File: src/rtl/tcb_pkg.sv
package tcb_pkg;
  typedef enum logic [1:0] {
    ST_CAPTURE = 2'd0,
    ST_POST    = 2'd1,
    ST_READ    = 2'd2
  } tcb_state_e;
endpackage

File: src/rtl/tcb_store.sv
// Circular sample store: one synchronous write port, one combinational read port.
module tcb_store #(
  parameter int DATA_W = 12,
  parameter int ADDR_W = 6
) (
  input  logic              clk,
  input  logic              wr_en,
  input  logic [ADDR_W-1:0] wr_addr,
  input  logic [DATA_W-1:0] wr_data,
  input  logic [ADDR_W-1:0] rd_addr,
  output logic [DATA_W-1:0] rd_data
);
  localparam int DEPTH = 1 << ADDR_W;

  logic [DATA_W-1:0] mem [DEPTH];

  always_ff @(posedge clk) begin
    if (wr_en) mem[wr_addr] <= wr_data;
  end

  assign rd_data = mem[rd_addr];
endmodule

File: src/rtl/tcb_locate.sv
// Resolves a trigger time into a window start address and decides whether
// the requested window is still held in the store.
module tcb_locate #(
  parameter int ADDR_W     = 6,
  parameter int TIME_W     = 32,
  parameter int PERIOD_LG2 = 2
) (
  input  logic [TIME_W-1:0] newest_time,
  input  logic [TIME_W-1:0] trig_time,
  input  logic [ADDR_W-1:0] newest_addr,
  input  logic [ADDR_W:0]   fill,
  input  logic [ADDR_W-1:0] pre,
  input  logic [ADDR_W-1:0] post,
  output logic [ADDR_W-1:0] start_addr,
  output logic              reject
);
  localparam int DEPTH = 1 << ADDR_W;
  localparam int SW    = TIME_W + 2;

  logic [TIME_W-1:0] delta;
  logic [TIME_W-1:0] age;
  logic [SW-1:0]     span_need;
  logic [SW-1:0]     hist_need;
  logic [ADDR_W-1:0] target;

  always_comb begin
    delta     = newest_time - trig_time;
    age       = delta >> PERIOD_LG2;
    hist_need = {2'b00, age} + SW'(pre);
    span_need = hist_need + SW'(post);
    reject    = (span_need >= SW'(DEPTH)) || (hist_need >= SW'(fill));
    target    = newest_addr - age[ADDR_W-1:0];
    start_addr = target - pre;
  end
endmodule

File: src/rtl/tcb_ctrl.sv
// Capture / post-trigger / readout sequencer.
module tcb_ctrl
  import tcb_pkg::*;
#(
  parameter int ADDR_W = 6,
  parameter int TIME_W = 32
) (
  input  logic              clk,
  input  logic              rst_n,
  input  logic              s_valid,
  output logic              s_ready,
  input  logic [TIME_W-1:0] now_time,
  input  logic              trig_stb,
  input  logic [ADDR_W-1:0] cfg_pre,
  input  logic [ADDR_W-1:0] cfg_post,
  input  logic              loc_reject,
  input  logic [ADDR_W-1:0] loc_start,
  output logic              wr_en,
  output logic [ADDR_W-1:0] wr_addr,
  output logic [TIME_W-1:0] newest_time,
  output logic [ADDR_W-1:0] newest_addr,
  output logic [ADDR_W:0]   fill,
  output logic [ADDR_W-1:0] rd_addr,
  output logic              m_valid,
  input  logic              m_ready,
  output logic              m_first,
  output logic              m_last,
  output logic              trig_err
);
  localparam int DEPTH = 1 << ADDR_W;

  tcb_state_e        st;
  logic [ADDR_W-1:0] wr_ptr;
  logic [ADDR_W-1:0] post_left;
  logic [ADDR_W-1:0] rd_ptr;
  logic [ADDR_W:0]   rd_left;
  logic              first_q;
  logic              s_fire;

  always_comb begin
    s_ready = !trig_stb &&
              ((st == ST_CAPTURE) || ((st == ST_POST) && (post_left != '0)));
    s_fire      = s_valid && s_ready;
    wr_en       = s_fire;
    wr_addr     = wr_ptr;
    newest_addr = wr_ptr - 1'b1;
    rd_addr     = rd_ptr;
    m_valid     = (st == ST_READ);
    m_first     = first_q;
    m_last      = (st == ST_READ) && (rd_left == (ADDR_W+1)'(1));
  end

  always_ff @(posedge clk) begin
    if (!rst_n) begin
      st          <= ST_CAPTURE;
      wr_ptr      <= '0;
      fill        <= '0;
      newest_time <= '0;
      post_left   <= '0;
      rd_ptr      <= '0;
      rd_left     <= '0;
      first_q     <= 1'b0;
      trig_err    <= 1'b0;
    end else begin
      trig_err <= 1'b0;
      if (s_fire) begin
        wr_ptr      <= wr_ptr + 1'b1;
        newest_time <= now_time;
        if (fill != (ADDR_W+1)'(DEPTH)) fill <= fill + 1'b1;
      end
      unique case (st)
        ST_CAPTURE: begin
          if (trig_stb) begin
            if (loc_reject) begin
              trig_err <= 1'b1;
            end else begin
              st        <= ST_POST;
              post_left <= cfg_post;
              rd_ptr    <= loc_start;
              rd_left   <= {1'b0, cfg_pre} + {1'b0, cfg_post};
            end
          end
        end
        ST_POST: begin
          if (post_left == '0) begin
            st      <= ST_READ;
            first_q <= 1'b1;
          end else if (s_fire) begin
            post_left <= post_left - 1'b1;
          end
        end
        ST_READ: begin
          if (m_ready) begin
            rd_ptr  <= rd_ptr + 1'b1;
            rd_left <= rd_left - 1'b1;
            first_q <= 1'b0;
            if (rd_left == (ADDR_W+1)'(1)) begin
              st   <= ST_CAPTURE;
              fill <= '0;
            end
          end
        end
        default: st <= ST_CAPTURE;
      endcase
    end
  end
endmodule

File: src/rtl/timed_capture_buffer.sv
module timed_capture_buffer #(
  parameter int DATA_W     = 12,
  parameter int ADDR_W     = 6,
  parameter int TIME_W     = 32,
  parameter int PERIOD_LG2 = 2
) (
  input  logic              clk,
  input  logic              rst_n,
  input  logic [ADDR_W-1:0] cfg_pre,
  input  logic [ADDR_W-1:0] cfg_post,
  input  logic              s_valid,
  output logic              s_ready,
  input  logic [DATA_W-1:0] s_data,
  input  logic [TIME_W-1:0] now_time,
  input  logic              trig_stb,
  input  logic [TIME_W-1:0] trig_time,
  output logic              trig_err,
  output logic              m_valid,
  input  logic              m_ready,
  output logic [DATA_W-1:0] m_data,
  output logic              m_first,
  output logic              m_last
);
  logic              wr_en;
  logic [ADDR_W-1:0] wr_addr;
  logic [ADDR_W-1:0] rd_addr;
  logic [TIME_W-1:0] newest_time;
  logic [ADDR_W-1:0] newest_addr;
  logic [ADDR_W:0]   fill;
  logic [ADDR_W-1:0] loc_start;
  logic              loc_reject;

  tcb_store #(.DATA_W(DATA_W), .ADDR_W(ADDR_W)) u_store (
    .clk     (clk),
    .wr_en   (wr_en),
    .wr_addr (wr_addr),
    .wr_data (s_data),
    .rd_addr (rd_addr),
    .rd_data (m_data)
  );

  tcb_locate #(.ADDR_W(ADDR_W), .TIME_W(TIME_W), .PERIOD_LG2(PERIOD_LG2)) u_locate (
    .newest_time (newest_time),
    .trig_time   (trig_time),
    .newest_addr (newest_addr),
    .fill        (fill),
    .pre         (cfg_pre),
    .post        (cfg_post),
    .start_addr  (loc_start),
    .reject      (loc_reject)
  );

  tcb_ctrl #(.ADDR_W(ADDR_W), .TIME_W(TIME_W)) u_ctrl (
    .clk         (clk),
    .rst_n       (rst_n),
    .s_valid     (s_valid),
    .s_ready     (s_ready),
    .now_time    (now_time),
    .trig_stb    (trig_stb),
    .cfg_pre     (cfg_pre),
    .cfg_post    (cfg_post),
    .loc_reject  (loc_reject),
    .loc_start   (loc_start),
    .wr_en       (wr_en),
    .wr_addr     (wr_addr),
    .newest_time (newest_time),
    .newest_addr (newest_addr),
    .fill        (fill),
    .rd_addr     (rd_addr),
    .m_valid     (m_valid),
    .m_ready     (m_ready),
    .m_first     (m_first),
    .m_last      (m_last),
    .trig_err    (trig_err)
  );
endmodule

File: config.mk
export PLATFORM = sky130hd
export DESIGN_NAME = timed_capture_buffer
export DESIGN_NICKNAME = d
export VERILOG_FILES = /design/src/rtl/tcb_pkg.sv /design/src/rtl/tcb_store.sv /design/src/rtl/tcb_locate.sv /design/src/rtl/tcb_ctrl.sv /design/src/rtl/timed_capture_buffer.sv
export SDC_FILE = /design/constraint.sdc
export NUM_CORES = 1
export LEC_CHECK = 0
export BUFFER_PORTS_ARGS = -buffer_cell sky130_fd_sc_hd__buf_2
export CORE_MARGIN = 2
export CORE_UTILIZATION = 45
export DETAILED_ROUTE_END_ITERATION = 7
export PLACE_DENSITY_LB_ADDON = 0.3
export SLEW_MARGIN = 10
export SYNTH_ARGS = -nofsm -noshare
export SYNTH_HDL_FRONTEND = slang
export SYNTH_HIERARCHICAL = 1
export SYNTH_SLANG_ARGS = --single-unit
File: constraint.sdc
create_clock -name clk -period 10.4 [get_ports clk]
set_input_delay 2.6 -clock clk [delete_from_list [all_inputs] [get_ports clk]]
set_output_delay 2.6 -clock clk [all_outputs]
set_load 0.005 [all_outputs]
==> flow_summary.rst, run 1 <==
.. list-table::
   :header-rows: 1

   * - Metric
     - Value
   * - Diodes inserted
     - 0
   * - Area after DPL
     - 0.0382 sq mm
   * - Sequence of cells on the critical path
     - buf_2 > inv_1 > ha_1 > a21oi_1 > o211ai_1 > and2_1 > xor2_1 > inv_1 > ha_1 > a21boi_1 > o21a_1 > nor2_1 > or4_1 > nor3_2 > nand2_1 > nor3_1 > mux2i_1 > and4_1 > nand4_1 > or3b_2 > a21oi_2 > a21oi_1 > a211oi_1
   * - Peak per-stage delay on the critical path
     - 640 ps
   * - Global placement routability congestion
     - 0.864
   * - Post-DP HPWL
     - 53100 microns
   * - Clock tree buffer depth
     - 3
   * - Final Total Pwr
     - 7.08 mW
   * - Normalized max-slew margin
     - 12.2%
   * - RSZ-0062 raised after global routing
     - false
   * - Final TNS setup
     - 0 ps
   * - Core Footprint
     - 0.0804 sq mm
   * - Number of nets produced by synthesis
     - 2436
   * - Latest clock arrival within the worst-skew pair
     - 650 ps
   * - Crit path from
     - trig_time[5]
   * - Detailed-routing iteration count for the pre-antenna-repair pass
     - 6
   * - Average footprint of a synthesized cell
     - 16.2 sq um
   * - Vias per cell
     - 5.94
   * - Most frequent standard cell in the layout excluding fill and tap cells
     - edfxtp_1
   * - Launch instance of the worst register-to-register path
     - u_ctrl/newest_time[5]
   * - Number of warnings printed during yosys synthesis
     - 6
   * - Post-DR wirelength/cell
     - 24.5 microns
   * - Total area of multi-input combinational cells
     - 0.0112 sq mm
   * - Chip width
     - 289 microns
   * - Via count of the first global-routing pass
     - 21000
   * - Post-CTS setup buffer count
     - 0
   * - Clock tree from TritonCTS
     - yes
   * - Result of the run
     - completed
   * - Share of cells above drive strength 1
     - 22.0%
   * - Nets
     - 2577
   * - Starting Density
     - 45.4%
   * - H-tree depth reported by CTS
     - 3
   * - Clock root buffer
     - clkbuf_16
   * - Final wirelength
     - 86600 microns
   * - Tot GR Track Use
     - 20.8%
   * - Type of element launching the critical path
     - input port
   * - FMAX
     - 122 MHz
   * - Sequential cell area in the final layout
     - 0.0244 sq mm
   * - Number of antenna violations at the first check in global routing
     - 1
   * - Post-Route Skew
     - 38.4 ps
   * - Minimum period implied by the final worst setup slack
     - 8220 ps
   * - Seq/Total Area, Yosys
     - 66.8%
   * - Static leakage power
     - 13.2 nW
   * - Buffers on Ports
     - 109
   * - Most instantiated flip-flop cell in the synthesis netlist
     - edfxtp_1
   * - Total grt overflow
     - 0
   * - Final hold vios
     - 0
   * - Filler cell count in the final layout
     - 6567
   * - Hold-fix buffers at CTS
     - 0
   * - Area growth from synthesis to final layout
     - 12.2%
   * - Slew at the pin with the worst max-slew slack
     - 1310 ps
   * - Total DRC errors in the routed layout
     - 0
   * - Largest net degree at the start of global routing
     - 87
   * - CP max-delay cell
     - a21oi_2
   * - Final antenna-violating net count
     - 0
   * - Critical Path AT
     - 8740 ps
   * - Cell area after technology mapping
     - 0.0365 sq mm
   * - Final number of max-transition violations
     - 0
   * - Number of top-level pins
     - 110
   * - Post-synth cell types
     - 88
   * - Kind of end point of the critical path
     - flop
   * - Gates resized, CTS repair
     - 0
   * - Synthesized instance count
     - 2261
   * - Worst EP required
     - 10920 ps
   * - Clock-pin slew reported for the worst setup and hold paths after clock tree synthesis
     - 60 ps
   * - Async set-reset flop share out of synthesis
     - 0%
   * - Die Span Y
     - 289 microns
   * - Beginning of the worst hold path
     - u_ctrl/newest_time[21]
   * - Final period utilization
     - 79.1%
   * - Post-route cell area
     - 0.0410 sq mm
   * - First-pass GRT wire length
     - 131000 microns
   * - Highest net fanout along the worst path
     - 19
   * - Row Count
     - 104
   * - Worst path top cell family by delay
     - simple AND/OR/NAND/NOR gates
   * - Final number of setup-violating endpoints
     - 0
   * - Commonest cells after routing, fill and taps aside
     - edfxtp_1, mux4_2, nand2_1, a21oi_1, buf_2
   * - CP Class
     - input port to flop
   * - Reported max-cap violation count
     - 0
   * - Full die area
     - 0.0835 sq mm
   * - TritonCTS buffer count
     - 86
   * - Vias
     - 21000
   * - Number of clock sinks
     - 836
   * - Drt initial violations
     - 1964
   * - Total buffers and inverters traversed by the critical path
     - 3
   * - Number of flops mapped to enable cells by yosys
     - 768
   * - Worst IR Drop VDD
     - 0.000117 V
   * - Pwr/cell area
     - 173 mW/mm^2
   * - Type of the most critical hold path
     - flop to flop
   * - Minimum hold slack
     - 457 ps
   * - Count of state elements after synthesis
     - 836
-- worst min-delay path, cell delays in order (launching register included) --
cell	delay, ps
dfxtp_1	310
nand2_1	50
a21oi_1	50
-- worst paths after layout --
check	endpoint	slack [ps]	depth (start not counted)
worst min-delay path	u_ctrl/newest_time[21]	460	2
worst min register to register	u_ctrl/newest_time[21]	460	2
worst max-delay path	u_ctrl/rd_addr[3]	2180	23
worst max register to register	u_ctrl/rd_addr[3]	3970	21
-- synthesized netlist by cell type (6+ instances only) --
| cell | number | area share (%) |
|---|---|---|
| a21oi_1 | 114 | 1.6 |
| and2_1 | 7 | 0.12 |
| edfxtp_1 | 768 | 63 |
| nor2b_1 | 31 | 0.53 |
| o221ai_1 | 19 | 0.46 |
| buf_2 | 26 | 0.36 |
| xor2_1 | 31 | 0.74 |
| a311oi_1 | 6 | 0.14 |
| a31oi_1 | 15 | 0.26 |
| dfxtp_1 | 68 | 3.7 |
| ha_1 | 74 | 2.5 |
| mux2_2 | 9 | 0.28 |
| o21ai_0 | 46 | 0.63 |
| nand2b_1 | 32 | 0.55 |
| nand2_1 | 143 | 1.5 |
| inv_1 | 90 | 0.92 |
| a21o_1 | 15 | 0.31 |
| nor3_1 | 28 | 0.38 |
| fa_1 | 8 | 0.44 |
| nor2_1 | 120 | 1.2 |
| mux2i_1 | 27 | 0.74 |
| o31ai_1 | 10 | 0.21 |
| nand4_1 | 22 | 0.38 |
| a22o_1 | 6 | 0.14 |
| a211oi_1 | 30 | 0.62 |
| xnor2_1 | 21 | 0.50 |
| o21a_1 | 8 | 0.16 |
| o21ai_1 | 10 | 0.14 |
| a22oi_1 | 9 | 0.18 |
| mux4_2 | 192 | 12 |
| nand4b_1 | 6 | 0.14 |
| o22ai_1 | 26 | 0.45 |
| o32ai_1 | 7 | 0.17 |
| nand3_1 | 28 | 0.38 |
| o211ai_1 | 6 | 0.12 |
| buf_4 | 13 | 0.27 |
| buf_6 | 15 | 0.46 |
| clkbuf_1 | 56 | 0.58 |
| nor4_1 | 9 | 0.15 |
-- routing by layer --
layer  vias to the layer above  track usage (%)  part of all wire [%]
met1                     10800             29.3                    42
met5                         -                0                     0
met4                         0             6.13                   2.5
met2                       777             34.1                    49
li1                       9261                -                     -
met3                       117             2.94                   6.4
-- registers in the layout (all words and copies together) (netlist names) --
| name | cells |
|---|---|
| u_ctrl/wr_addr | 6 |
| u_ctrl/trig_err | 1 |
| u_ctrl/post_left | 6 |
| u_ctrl/rd_addr | 6 |
| u_ctrl/m_first | 1 |
| u_store/mem | 768 |
| u_ctrl/fill | 7 |
| u_ctrl/st | 2 |
| u_ctrl/newest_time | 32 |
| u_ctrl/rd_left | 7 |
-- logic make-up after synthesis --
group,share of synthesized area [%]
flops,66.8
simple gates,6.49
compound gates,6.90
mux,12.8
buf+inv,2.66
fa+ha+maj,2.97
xor+xnor,1.29
-- power by group --
part,internal [mW],switching (mW),total (mW)
combinational,0.169,0.285,0.454
clock,1.65,1.29,2.94
sequential,3.68,0.00705,3.68
-- stage by stage --
stage                     worst slack (ps)  utilization [%]  std cells
final                                 2180             51.0       3529
after global routing                  1710             51.0       3529
after global placement                1870             47.6       3373
after CTS                             2300             50.9       3528
after detailed placement              1660             47.6       3373
after floorplan                       2790                -       2261
-- cell type report --
type,count,area share [%]
inverter,93,0.852
sequential,836,59.6
timing repair buffer,167,2.43
clock buffer,105,5.48
tap,1060,3.24
multi-input combinational,1218,27.3
clock inverter,50,1.10
No activity file was read; power rests on OpenSTA's default activity.
==> run 2: changes to the inputs <==
Clock period 10.4 ns to 7.8 ns, I/O delays scaled along.
==> flow_summary.rst, run 2 (synthesized netlist as in run 1, its figures left out) <==
.. list-table::
   :header-rows: 1

   * - Metric
     - Value
   * - Result of the run
     - completed
   * - Tot GR Track Use
     - 20.7%
   * - Clock tree from TritonCTS
     - yes
   * - Die Span Y
     - 289 microns
   * - Largest reg by FF count
     - u_store/mem
   * - Largest net degree at the start of global routing
     - 100
   * - Normalized max-slew margin
     - 9.36%
   * - Gates resized, CTS repair
     - 0
   * - Number of antenna violations at the first check in global routing
     - 0
   * - Row Count
     - 104
   * - Highest net fanout along the worst path
     - 9
   * - Number of top-level pins
     - 110
   * - Max FFs per register
     - 768
   * - Reported max-cap violation count
     - 0
   * - Via count of the first global-routing pass
     - 20600
   * - Type of the most critical hold path
     - flop to flop
   * - Clock-pin slew reported for the worst setup and hold paths after clock tree synthesis
     - 50 ps
   * - FMAX
     - 135 MHz
   * - Share of cells above drive strength 1
     - 22.1%
   * - H-tree depth reported by CTS
     - 3
   * - Starting Density
     - 45.4%
   * - Minimum period implied by the final worst setup slack
     - 7410 ps
   * - Met3 layer wire length in the routed design
     - 5650 microns
   * - Latest clock arrival within the worst-skew pair
     - 660 ps
   * - First-pass GRT wire length
     - 130000 microns
   * - Type of element launching the critical path
     - input port
   * - Number of clock sinks
     - 836
   * - Worst IR Drop VDD
     - 0.000151 V
   * - Buffers on Ports
     - 109
   * - Clock root buffer
     - clkbuf_16
   * - Vias
     - 21000
   * - Largest registers in the final layout
     - u_store/mem x768, u_ctrl/newest_time x32
   * - Clock power share
     - 41.9%
   * - Hold-fix buffers at CTS
     - 0
   * - Post-DP HPWL
     - 53800 microns
   * - Post-DR wirelength/cell
     - 24.6 microns
   * - RSZ-0062 raised after global routing
     - false
   * - Full die area
     - 0.0835 sq mm
   * - Diodes inserted
     - 0
   * - Area after DPL
     - 0.0383 sq mm
   * - Met2 routed wirelength
     - 42500 microns
   * - Final period utilization
     - 95.0%
   * - Drt initial violations
     - 1985
   * - Final wirelength
     - 87100 microns
   * - Nets
     - 2580
   * - Slew at the pin with the worst max-slew slack
     - 1350 ps
   * - Internal
     - 7.39 mW
   * - Placed insts
     - 3378
   * - NetSw
     - 2.12 mW
   * - Final std cells w/o fill
     - 3536
   * - Area growth from synthesis to final layout
     - 12.4%
   * - Total DRC errors in the routed layout
     - 0
   * - Topmost layer with routed signal wires
     - met4
   * - Post-Route Skew
     - 50.1 ps
   * - Switch share
     - 22.3%
   * - Share of power burned in combinational logic
     - 6.4%
   * - Total grt overflow
     - 0
   * - TritonCTS buffer count
     - 84
   * - Final Total Pwr
     - 9.50 mW
   * - Final antenna-violating net count
     - 0
   * - Vias per cell
     - 5.93
   * - Final number of setup-violating endpoints
     - 0
   * - Global placement routability congestion
     - 0.864
   * - CP Class
     - input port to flop
   * - Worst EP required
     - 8310 ps
   * - Post-CTS setup buffer count
     - 0
   * - Pwr/cell area
     - 231 mW/mm^2
   * - Critical Path AT
     - 7920 ps
   * - Static leakage power
     - 13.3 nW
   * - DRT met1 WL
     - 36900 microns
   * - Kind of end point of the critical path
     - flop
   * - Chip width
     - 289 microns
   * - Core Footprint
     - 0.0804 sq mm
   * - Most frequent standard cell in the layout excluding fill and tap cells
     - edfxtp_1
   * - Clock tree buffer depth
     - 3
   * - Detailed-routing iteration count for the pre-antenna-repair pass
     - 5
   * - Post-route cell area
     - 0.0411 sq mm
   * - Commonest cells after routing, fill and taps aside
     - edfxtp_1, mux4_2, nand2_1, a21oi_1, nor2_1
   * - Sequential share of power
     - 51.7%
   * - Final number of max-transition violations
     - 0
   * - Final hold vios
     - 0
run 2: final timing paths:
path                           from                      to  slack [ps]  cells past startpoint
max                    trig_time[5]     u_ctrl/post_left[2]         390                     22
min          u_ctrl/newest_time[21]  u_ctrl/newest_time[21]         460                      2
max reg2reg   u_ctrl/newest_time[5]     u_ctrl/post_left[2]        1530                     20
min reg2reg  u_ctrl/newest_time[21]  u_ctrl/newest_time[21]         460                      2
run 2: cell type report:
type | count | area [sq um]
clock inverter | 48 | 515
clock buffer | 109 | 2240
fill | 6555 | 39300
tap | 1060 | 1330
timing repair buffer | 172 | 1060
multi-input combinational | 1218 | 11200
inverter | 93 | 349
sequential | 836 | 24400
run 2: layer usage:
metal | global-route usage [%] | vias up
met5 | 0 | -
met4 | 6.15 | 0
met3 | 3.29 | 110
met2 | 33.8 | 759
met1 | 29.0 | 10800
li1 | - | 9266
run 2: power by group through the flow:
stage	clock, mW	sequential, mW	combinational (mW)
after floorplan	0	5.00	0.387
after global placement	0	5.01	0.587
after detailed placement	0	5.01	0.602
after CTS	4.06	4.91	0.607
after global routing	4.23	4.91	0.679
final	3.98	4.91	0.607
run 2: critical path: stages:
cell and delay, ps:
buf_2 80, inv_1 30, ha_1 340, a211o_1 320, o22a_1 200, and2_1 220, xor2_1 350, inv_1 90
ha_1 340, a21boi_1 240, o21a_1 160, nor2_1 70, or4_1 540, nor3_2 250, nand2_1 190, nor3_1 250
mux2_2 370, a21oi_1 140, nand4_1 320, or4b_2 850, and2_1 270, o32ai_1 310
run 2: through the flow:
stage          utilization [%]  setup WS [ps]  TNS, ps  hold WS [ps]
4_1_cts                   51.0            557        0           462
3_5_place_dp              47.6          -94.1     -187           454
6_report                  51.1            386        0           459
5_1_grt                   51.1            166        0           483
2_1_floorplan                -            841        0           440
3_3_place_gp              47.6            288        0           449
